--- src/rtl/can_flt_pkg.sv ---
`timescale 1ns/1ps
package can_flt_pkg;
  parameter int unsigned NUM_BANKS = 14;
  parameter int unsigned STD_W     = 11;
  parameter int unsigned EXT_W     = 18;
  parameter int unsigned DATA_W    = 32;
  parameter int unsigned ADDR_W    = 6;
  parameter int unsigned NUM_W     = 8;
  parameter int unsigned DATA_BASE = 32;

  localparam int unsigned SLOTS      = 4;
  localparam int unsigned DREG_NUM   = 2 * NUM_BANKS;
  localparam int unsigned DREG_SEL_W = $clog2(DREG_NUM);
  localparam int unsigned MAX_SLOTS  = SLOTS * NUM_BANKS;

  localparam logic [ADDR_W-1:0] ADDR_CTRL  = ADDR_W'(0);
  localparam logic [ADDR_W-1:0] ADDR_EN    = ADDR_W'(1);
  localparam logic [ADDR_W-1:0] ADDR_FIFO  = ADDR_W'(2);
  localparam logic [ADDR_W-1:0] ADDR_STYLE = ADDR_W'(3);
  localparam logic [ADDR_W-1:0] ADDR_WIDTH = ADDR_W'(4);

  typedef enum logic [1:0] {
    CLS_M16 = 2'd0,
    CLS_L16 = 2'd1,
    CLS_M32 = 2'd2,
    CLS_L32 = 2'd3
  } fltClass_t;

  typedef struct packed {
    logic                  enWe;
    logic                  fifoWe;
    logic                  styleWe;
    logic                  widthWe;
    logic                  dataWe;
    logic [DREG_SEL_W-1:0] dataSel;
    logic                  evalStb;
    logic                  cfgOpen;
  } fltStrb_t;
endpackage

--- src/rtl/can_flt_bank.sv ---
`timescale 1ns/1ps
module can_flt_bank
  import can_flt_pkg::*;
(
  input  logic              enable,
  input  logic              listMode,
  input  logic              wide,
  input  logic [DATA_W-1:0] wordA,
  input  logic [DATA_W-1:0] wordB,
  input  logic [31:0]       frame32,
  input  logic [15:0]       frame16,
  output logic [SLOTS-1:0]  hits,
  output logic [2:0]        used,
  output fltClass_t         cls
);
  always_comb begin
    hits = '0;
    used = 3'd2;
    cls  = CLS_M16;
    case ({wide, listMode})
      2'b10: begin
        used    = 3'd1;
        cls     = CLS_M32;
        hits[0] = enable && (((frame32 ^ wordA[31:0]) & wordB[31:0]) == 32'd0);
      end
      2'b11: begin
        used    = 3'd2;
        cls     = CLS_L32;
        hits[0] = enable && (frame32 == wordA[31:0]);
        hits[1] = enable && (frame32 == wordB[31:0]);
      end
      2'b00: begin
        used    = 3'd2;
        cls     = CLS_M16;
        hits[0] = enable && (((frame16 ^ wordA[15:0]) & wordA[31:16]) == 16'd0);
        hits[1] = enable && (((frame16 ^ wordB[15:0]) & wordB[31:16]) == 16'd0);
      end
      default: begin
        used    = 3'd4;
        cls     = CLS_L16;
        hits[0] = enable && (frame16 == wordA[15:0]);
        hits[1] = enable && (frame16 == wordA[31:16]);
        hits[2] = enable && (frame16 == wordB[15:0]);
        hits[3] = enable && (frame16 == wordB[31:16]);
      end
    endcase
  end
endmodule

--- src/rtl/can_flt_ctrl.sv ---
`timescale 1ns/1ps
module can_flt_ctrl
  import can_flt_pkg::*;
(
  input  logic              clk,
  input  logic              rstN,
  input  logic              wrEn,
  input  logic [ADDR_W-1:0] wrAddr,
  input  logic              wrCfgBit,
  input  logic              frmValid,
  output fltStrb_t          strb
);
  localparam logic [ADDR_W-1:0] DBASE = ADDR_W'(DATA_BASE);
  localparam logic [ADDR_W-1:0] DSPAN = ADDR_W'(DREG_NUM);

  logic              cfgMode;
  logic [ADDR_W-1:0] offs;
  logic              inData;
  logic              gated;

  always_ff @(posedge clk) begin
    if (!rstN) cfgMode <= 1'b1;
    else if (wrEn && wrAddr == ADDR_CTRL) cfgMode <= wrCfgBit;
  end

  assign offs   = wrAddr - DBASE;
  assign inData = (wrAddr >= DBASE) && (offs < DSPAN);
  assign gated  = wrEn && cfgMode;

  always_comb begin
    strb         = '0;
    strb.evalStb = frmValid;
    strb.cfgOpen = cfgMode;
    strb.enWe    = gated && (wrAddr == ADDR_EN);
    strb.fifoWe  = gated && (wrAddr == ADDR_FIFO);
    strb.styleWe = gated && (wrAddr == ADDR_STYLE);
    strb.widthWe = gated && (wrAddr == ADDR_WIDTH);
    strb.dataWe  = gated && inData;
    strb.dataSel = offs[DREG_SEL_W-1:0];
  end

  AST_CFG_TOGGLE: assert property (@(posedge clk) disable iff (!rstN)
    (wrEn && wrAddr == ADDR_CTRL) |=> (strb.cfgOpen == $past(wrCfgBit))) else $error("cfg");
  AST_STROBE_ONEHOT: assert property (@(posedge clk) disable iff (!rstN)
    $onehot0({strb.enWe, strb.fifoWe, strb.styleWe, strb.widthWe, strb.dataWe})) else $error("onehot");
endmodule

--- src/rtl/can_flt_datapath.sv ---
`timescale 1ns/1ps
module can_flt_datapath
  import can_flt_pkg::*;
(
  input  logic              clk,
  input  logic              rstN,
  input  fltStrb_t          strb,
  input  logic [DATA_W-1:0] wrData,
  input  logic [STD_W-1:0]  frmStdId,
  input  logic [EXT_W-1:0]  frmExtId,
  input  logic              frmIde,
  input  logic              frmRtr,
  output logic              resValid,
  output logic              resAccept,
  output logic              resFifo,
  output logic [NUM_W-1:0]  resNum
);
  logic [NUM_BANKS-1:0]             enReg, fifoReg, listReg, wideReg;
  logic [DREG_NUM-1:0][DATA_W-1:0]  dataReg;
  logic [31:0]                      frame32;
  logic [15:0]                      frame16;
  logic [SLOTS-1:0]                 hitVec  [NUM_BANKS];
  logic [2:0]                       usedCnt [NUM_BANKS];
  fltClass_t                        clsVec  [NUM_BANKS];
  logic [NUM_W-1:0]                 baseNum [NUM_BANKS];
  logic                             found;
  fltClass_t                        bestCls;
  logic [NUM_W-1:0]                 bestNum;
  logic                             bestFifo;
  logic [NUM_W-1:0]                 candNum;
  logic                             better;
  logic                             acc;

  // configuration storage
  always_ff @(posedge clk) begin
    if (!rstN) begin
      enReg   <= '0;
      fifoReg <= '0;
      listReg <= '0;
      wideReg <= '0;
      dataReg <= '0;
    end else begin
      if (strb.enWe)    enReg   <= wrData[NUM_BANKS-1:0];
      if (strb.fifoWe)  fifoReg <= wrData[NUM_BANKS-1:0];
      if (strb.styleWe) listReg <= wrData[NUM_BANKS-1:0];
      if (strb.widthWe) wideReg <= wrData[NUM_BANKS-1:0];
      if (strb.dataWe)  dataReg[strb.dataSel] <= wrData;
    end
  end

  assign frame32 = {frmStdId, frmExtId, frmIde, frmRtr, 1'b0};
  assign frame16 = {frmStdId, frmRtr, frmIde, frmExtId[EXT_W-1 -: 3]};

  for (genvar b = 0; b < NUM_BANKS; b++) begin : g_bank
    can_flt_bank u_bank (
      .enable   (enReg[b]),
      .listMode (listReg[b]),
      .wide     (wideReg[b]),
      .wordA    (dataReg[2*b]),
      .wordB    (dataReg[2*b+1]),
      .frame32  (frame32),
      .frame16  (frame16),
      .hits     (hitVec[b]),
      .used     (usedCnt[b]),
      .cls      (clsVec[b])
    );
  end

  // per-queue running filter numbers, disabled banks included
  always_comb begin
    for (int b = 0; b < NUM_BANKS; b++) begin
      baseNum[b] = '0;
      for (int j = 0; j < NUM_BANKS; j++) begin
        if (j < b && fifoReg[j] == fifoReg[b]) baseNum[b] = baseNum[b] + NUM_W'(usedCnt[j]);
      end
    end
  end

  // winner: width, then style, then number, then queue 0
  always_comb begin
    found    = 1'b0;
    bestCls  = CLS_M16;
    bestNum  = '0;
    bestFifo = 1'b0;
    candNum  = '0;
    better   = 1'b0;
    for (int b = 0; b < NUM_BANKS; b++) begin
      for (int k = 0; k < SLOTS; k++) begin
        candNum = baseNum[b] + NUM_W'(k);
        better  = !found || (clsVec[b] > bestCls) ||
                  (clsVec[b] == bestCls && (candNum < bestNum ||
                   (candNum == bestNum && !fifoReg[b] && bestFifo)));
        if (hitVec[b][k] && better) begin
          found    = 1'b1;
          bestCls  = clsVec[b];
          bestNum  = candNum;
          bestFifo = fifoReg[b];
        end
      end
    end
  end

  assign acc = found && !strb.cfgOpen;

  always_ff @(posedge clk) begin
    if (!rstN) begin
      resValid  <= 1'b0;
      resAccept <= 1'b0;
      resFifo   <= 1'b0;
      resNum    <= '0;
    end else if (strb.evalStb) begin
      resValid  <= 1'b1;
      resAccept <= acc;
      resFifo   <= acc ? bestFifo : 1'b0;
      resNum    <= acc ? bestNum : '0;
    end else begin
      resValid  <= 1'b0;
    end
  end

  AST_RESULT_PULSE: assert property (@(posedge clk) disable iff (!rstN)
    strb.evalStb |=> resValid) else $error("pulse");
  AST_RESULT_CAUSE: assert property (@(posedge clk) disable iff (!rstN)
    resValid |-> $past(strb.evalStb)) else $error("cause");
  AST_CFG_BLOCKS: assert property (@(posedge clk) disable iff (!rstN)
    (strb.evalStb && strb.cfgOpen) |=> !resAccept) else $error("blocked");
  AST_REJECT_CLEAN: assert property (@(posedge clk) disable iff (!rstN)
    (resValid && !resAccept) |-> (resNum == '0 && !resFifo)) else $error("reject");
  AST_NUM_RANGE: assert property (@(posedge clk) disable iff (!rstN)
    (resValid && resAccept) |-> (resNum < NUM_W'(MAX_SLOTS))) else $error("range");
  AST_CFG_FROZEN: assert property (@(posedge clk) disable iff (!rstN)
    !strb.cfgOpen |=> ($stable(enReg) && $stable(fifoReg) && $stable(listReg) &&
                       $stable(wideReg) && $stable(dataReg))) else $error("frozen");
endmodule

--- src/rtl/can_accept_filter.sv ---
`timescale 1ns/1ps
module can_accept_filter
  import can_flt_pkg::*;
(
  input  logic              clk,
  input  logic              rstN,
  input  logic              wrEn,
  input  logic [ADDR_W-1:0] wrAddr,
  input  logic [DATA_W-1:0] wrData,
  input  logic              frmValid,
  input  logic [STD_W-1:0]  frmStdId,
  input  logic [EXT_W-1:0]  frmExtId,
  input  logic              frmIde,
  input  logic              frmRtr,
  output logic              resValid,
  output logic              resAccept,
  output logic              resFifo,
  output logic [NUM_W-1:0]  resMatchNum
);
  fltStrb_t strb;

  can_flt_ctrl u_ctrl (
    .clk      (clk),
    .rstN     (rstN),
    .wrEn     (wrEn),
    .wrAddr   (wrAddr),
    .wrCfgBit (wrData[0]),
    .frmValid (frmValid),
    .strb     (strb)
  );

  can_flt_datapath u_dp (
    .clk       (clk),
    .rstN      (rstN),
    .strb      (strb),
    .wrData    (wrData),
    .frmStdId  (frmStdId),
    .frmExtId  (frmExtId),
    .frmIde    (frmIde),
    .frmRtr    (frmRtr),
    .resValid  (resValid),
    .resAccept (resAccept),
    .resFifo   (resFifo),
    .resNum    (resMatchNum)
  );
endmodule

--- config.mk ---
export PLATFORM = sky130hd
export DESIGN_NAME = can_accept_filter
export DESIGN_NICKNAME = d
export VERILOG_FILES = /design/src/rtl/can_flt_pkg.sv /design/src/rtl/can_flt_bank.sv /design/src/rtl/can_flt_ctrl.sv /design/src/rtl/can_flt_datapath.sv /design/src/rtl/can_accept_filter.sv
export SDC_FILE = /design/constraint.sdc
export NUM_CORES = 2
export LEC_CHECK = 0
export BUFFER_PORTS_ARGS = -buffer_cell sky130_fd_sc_hd__buf_2
export CORE_UTILIZATION = 55
export CTS_CLUSTER_DIAMETER = 80
export CTS_CLUSTER_SIZE = 40
export DETAILED_ROUTE_END_ITERATION = 8
export PLACE_DENSITY = 0.71
export SYNTH_ARGS = -nofsm -noshare
export SYNTH_HDL_FRONTEND = slang
export SYNTH_SLANG_ARGS = --single-unit
export TNS_END_PERCENT = 20
--- constraint.sdc ---
create_clock -name clk -period 180.2 [get_ports clk]
set_clock_uncertainty 0.2 [all_clocks]
set_input_delay 36.04 -clock clk [delete_from_list [all_inputs] [get_ports clk]]
set_output_delay 36.04 -clock clk [all_outputs]
set_load 0.01 [all_outputs]
# Word level (Yosys, flattened, before mapping)
# Cells that the tools add are included.
# op_classes
n_reduce_logical	670
eq_ne	315
n_bitwise	84
n_mux	388
addsub	118
magnitude_cmp	113
# op_table
op	count
$mux W8	132
$bwmux W896	1
$eq A16 B16 Y1	56
$eq A32 B32 Y1	28
$add A8 B3 Y8	66
$and A16 B16 Y16	28
$and A32 B32 Y32	14
$logic_not A16 Y1	28
$logic_not A32 Y1	14
$xor A16 B16 Y16	28
$xor A32 B32 Y32	14
$eq A8 B8 Y1	52
$lt A8 B8 Y1	52
$logic_and A1 B1 Y1	353
$add A8 B2 Y8 const B	26
$logic_or A1 B1 Y1	163
$demux W32 S5	1
$mux W2	70
$mux W1	115
$gt A2 B2 Y1	55
$eq A2 B2 Y1	54
$add A8 B1 Y8 const B	13
$eq A1 B1 Y1	91
$pmux W1 S3	28
21 further kinds	206
# word_totals
ff_bits	964
input_bits	73
word_cells	1725

# Depth between registers and ports, before layout
# depth
word_depth	444
mapped_depth	833
mapped_depth_nobuf	792

# Hierarchy
# A second synthesis with hierarchy kept.
# hier_totals
cells_unflattened	13272
hier_area_um2	101872.7
# by_module_without_submodules
mod	instances	area_per_inst_um2	cells_per_inst
can_flt_datapath	1	75892.8	9916
can_flt_bank	14	1843.0	238
can_flt_ctrl	1	177.7	24

# Least setup slack after synthesis
# Ideal clock, no wire load.
# synth_path
path_kind	input -> register
start	in frmExtId[11]
end	reg u_dp.resNum[5]
path_buffers	47
arrival_ps	148468
setup_ps	117
required_ps	179883
stages	798
slack_ps	31415
path_cell_list	buf_2 xor2_1 nor4_1 nand4b_1 nor3_1 a31oi_4 a21oi_1 nor2_1 nor3_1 a21oi_1 ha_1 a21oi_1 nor2_1 or2_2 ha_1 nor2b_1 nor3_1 a311oi_1 [762 not listed] ha_1 nor2b_1 o21a_1 o21ai_0 nand2b_1 a21oi_1 nor2b_1 o21ai_0 nand2b_1 a21oi_1 nor2_1 o21ai_0 a32oi_1 a31o_2 buf_2 o21ai_1 o2bb2ai_1 a22o_1
# synth_rtl
item	line	source
start, declared	can_accept_filter.sv:12	input logic [EXT_W-1:0] frmExtId,
end signal, assigned	can_flt_datapath.sv:115	resNum <= acc ? bestNum : '0;
end, declared	can_flt_datapath.sv:16	output logic [NUM_W-1:0] resNum

==> metrics.csv <==
metric;value;unit
total clock sinks;964;
Internal Pwr Total;0.437;mW
switching fraction of total power;45.6;%
largest net degree at the start of global routing;293;
fraction of final layout cells sized beyond drive strength 1;5.24;%
ys async rst share;0;%
Period Utilization, post-route;93.6;%
endpoint class of the critical path;flop;
via/cell ratio;6.74;
Rel. slew slack;12.3;%
Final setup violation count;0;
required time worst endpoint;180.62;ns
summed negative setup slack over all endpoints;0;ns
Port Buffers;83;
clock period minus final worst setup slack;168.73;ns
clk buf depth;3;
clock input transition at the sequential cells of the worst setup and hold paths;0.08;ns
count of final hold-check violations;0;
CTS Buf Count;45;
DRC violation count after routing;0;
total wire length after detailed routing;449;mm
met2 Use GR;67.3;%
RSZ-0062 raised after global routing;no;
first-pass iteration count of the detailed router;8;
grt met3 use;13.0;%
global-route met1 utilization;60.0;%
most utilized layer in the global route result;met2;
total track usage;46.1;%
largest stage delay on the critical path;0.68;ns
post-detailed-route wirelength per cell;28.2;µm
Antenna Violating Nets Remaining;0;
register bit count reported by yosys;964;
net switching power;0.366;mW
worst skew pair latency;0.76;ns
I/O pin count;84;
run status;finished, final reports clean;
Combinational Power Share;54.3;%
drt initial violations;14841;
placer congestion estimate;1.08;
die outline width;432;µm
Avg Synthesized Cell Area;7.43;µm²
cell area after synthesis;102000;µm²
Fin Hold WS;0.264;ns
worst hold path class;flop to flop;
library cell contributing the largest single delay on the critical path;nor4b_1;
wire length of the first global-routing pass;655;mm
vias in the first global route;100831;
total of warnings raised by yosys;0;
vias after detailed routing;107227;
category of the most critical setup path;input port to flop;
y dimension of the die;432;µm
Die Footprint;187000;µm²
H-tree lvl count;2;
distinct cell type count of the synthesized netlist;126;
area of the placeable core;183000;µm²
total count of max-transition violations in the final report;0;
Power per Cell Area;7.53;nW/µm²
effective utilization at floorplan;55.5;%
quantity of hold-fixing buffers added after cts;0;
root buffer selected by CTS;clkbuf_16;
Placed Area;105000;µm²
Synth Flop Type;dfxtp_1;
finished layout cell area;107000;µm²
portion of the post-synthesis area used by sequential elements;19.0;%
HPWL after DPL;318;mm
number of non-filler instances in the completed layout;15919;
EDFF count, synth;0;
cells after synthesis;13695;
sum of internal, switching and leakage power;0.803;mW
final-stage net count;14384;
Static Leak;43.5;nW
placement row count;157;
critical-path maximum fanout;27;
clock network fraction of total power;18.9;%
cell mode on critical path;a21oi_1;
number of maximum-capacitance constraint violations;0;
Synth-to-Final Area Change;4.73;%
clock tree from TritonCTS;done;
CP Launch Type;input port;
cell count after placement;15824;
sequential share of power;26.8;%
number of antenna violations at the first check in global routing;15;
IR Drop Worst-Case VDD;0.0236;mV
Max Clk Rate;5.93;MHz
final global-route overflow total;0;
crit path DAT;169.15;ns
Worst-Margin Slew;1.31;ns
[flip-flops by register name, indices dropped and copies added, names as in the netlist]
signal,flops
u_ctrl.cfgMode,1
u_dp.dataReg,896
u_dp.enReg,14
u_dp.fifoReg,14
u_dp.listReg,14
u_dp.resAccept,1
u_dp.resFifo,1
u_dp.resNum,8
u_dp.resValid,1
u_dp.wideReg,14
[worst max-delay path, delay by kind of cell]
kind | cells | cell delay (ns)
AO/OA/AOI/OAI | 453 | 85.18
AND/OR/NAND/NOR | 369 | 50.35
adder cells (fa/ha/maj) | 67 | 19.41
buffers and inverters | 44 | 7.54
multiplexers | 8 | 2.67
XOR/XNOR | 1 | 0.26
[Yosys cell counts, drive strengths merged (24+ instances only)]
master,count,area (µm²)
or2,92,576
inv,540,2030
nor4,356,2230
a21o,137,1030
or3,40,250
o21bai,28,214
a22oi,230,1730
o22ai,41,257
a21oi,577,2930
fa,78,1560
a22o,55,482
a221oi,62,549
dfxtp,964,19300
o21ai,461,2320
mux2i,121,1210
a311oi,24,229
nor2b,248,1550
nand4,295,1850
o21a,96,728
a31oi,48,322
mux2,89,1010
nand2b,226,1410
nor2,659,2480
buf,162,833
nor3b,42,315
a21boi,966,7250
and3,55,349
nand4b,26,228
nor3,199,1010
nand3,221,1110
o211ai,52,405
xnor2,521,4570
nand2,2673,10000
a211oi,34,270
and2,119,744
xor2,1394,12300
ha,826,10300
or4,56,420
o31ai,38,300
clkbuf,500,1880
[final timing paths]
path / to / slack, ns / cells past startpoint / from
min: u_dp.resNum[2] / 0.26 / 2 / u_dp.resNum[2]
min reg2reg: u_dp.resNum[2] / 0.26 / 2 / u_dp.resNum[2]
max: u_dp.resNum[0] / 11.47 / 942 / frmExtId[12]
max reg2reg: u_dp.resNum[0] / 46.91 / 742 / u_dp.wideReg[0]
[per-stage QoR]
step	utilization, %	setup WS (ns)
after floorplan	-	31.42
after global placement	57.0	12.95
after detailed placement	57.0	10.65
after CTS	58.1	10.83
after global routing	58.1	0.0734
final	58.1	11.47
[power by group through the flow]
stage	clock network, mW	logic [mW]	registers [mW]
floorplan	0	0.299	0.219
global placement	0	0.419	0.220
detailed placement	0	0.420	0.220
CTS	0.151	0.424	0.215
global route	0.158	0.478	0.215
finish	0.152	0.436	0.215
[kinds of logic (layout without fill, tap and decap cells)]
family	Yosys count	in the layout	synth area share, %
buffers and inverters	1205	934	4.66
multiplexers	210	210	2.18
adder cells (fa/ha/maj)	916	916	11.8
AO/OA/AOI/OAI	3105	3105	21.1
flip-flops	964	964	19.0
AND/OR/NAND/NOR	5378	5378	24.8
other	2	33	0.00738
XOR/XNOR	1915	1915	16.5
[layout by cell type, fill, tap and decap left out, types with 54 or more instances in the layout]
cell type  netlist  layout
nor3_1         197     196
o21a_1          95      95
dfxtp_1        964     961
inv_1          539     539
mux2i_1        121     121
a21oi_1        571     570
buf_4           26     249
o21ai_0        415     412
a221oi_1        61      61
and2_1         116     116
nor4_1         356     350
a22o_1          55      55
xor2_1        1388    1388
nor2b_1        248     248
nand2b_1       226     226
ha_1           826     826
fa_1            78      78
or4_1           56      56
nor2_1         657     624
xnor2_1        520     520
mux2_2          88      88
nand4_1        295     295
a21boi_0       965     965
nand2_1       2671    2669
a22oi_1        229     229
or2_2           83      83
and3_1          54      54
nand3_1        220     219
a21o_1         136     135
[timing repair]
item,4_1_cts,5_1_grt
setup buffers,0,0
endpoints found under the setup margin,0,9
resized for setup,0,17
[routing by layer]
metal	up-vias	wire length [µm]
li1	47042	-
met1	50932	176000
met2	7406	183000
met3	1839	59100
met4	8	31900
met5	-	49
[cell type report]
cell class,instances,area [µm²]
clock buffer,47,1150
inverter,543,2040
sequential,964,19300
fill,17371,76800
tap,2464,3080
multi-input combinational,11546,78100
clock inverter,37,742
antenna,11,27.5
timing repair buffer,307,2230
Note: power is estimated with default switching activity, not from simulation.
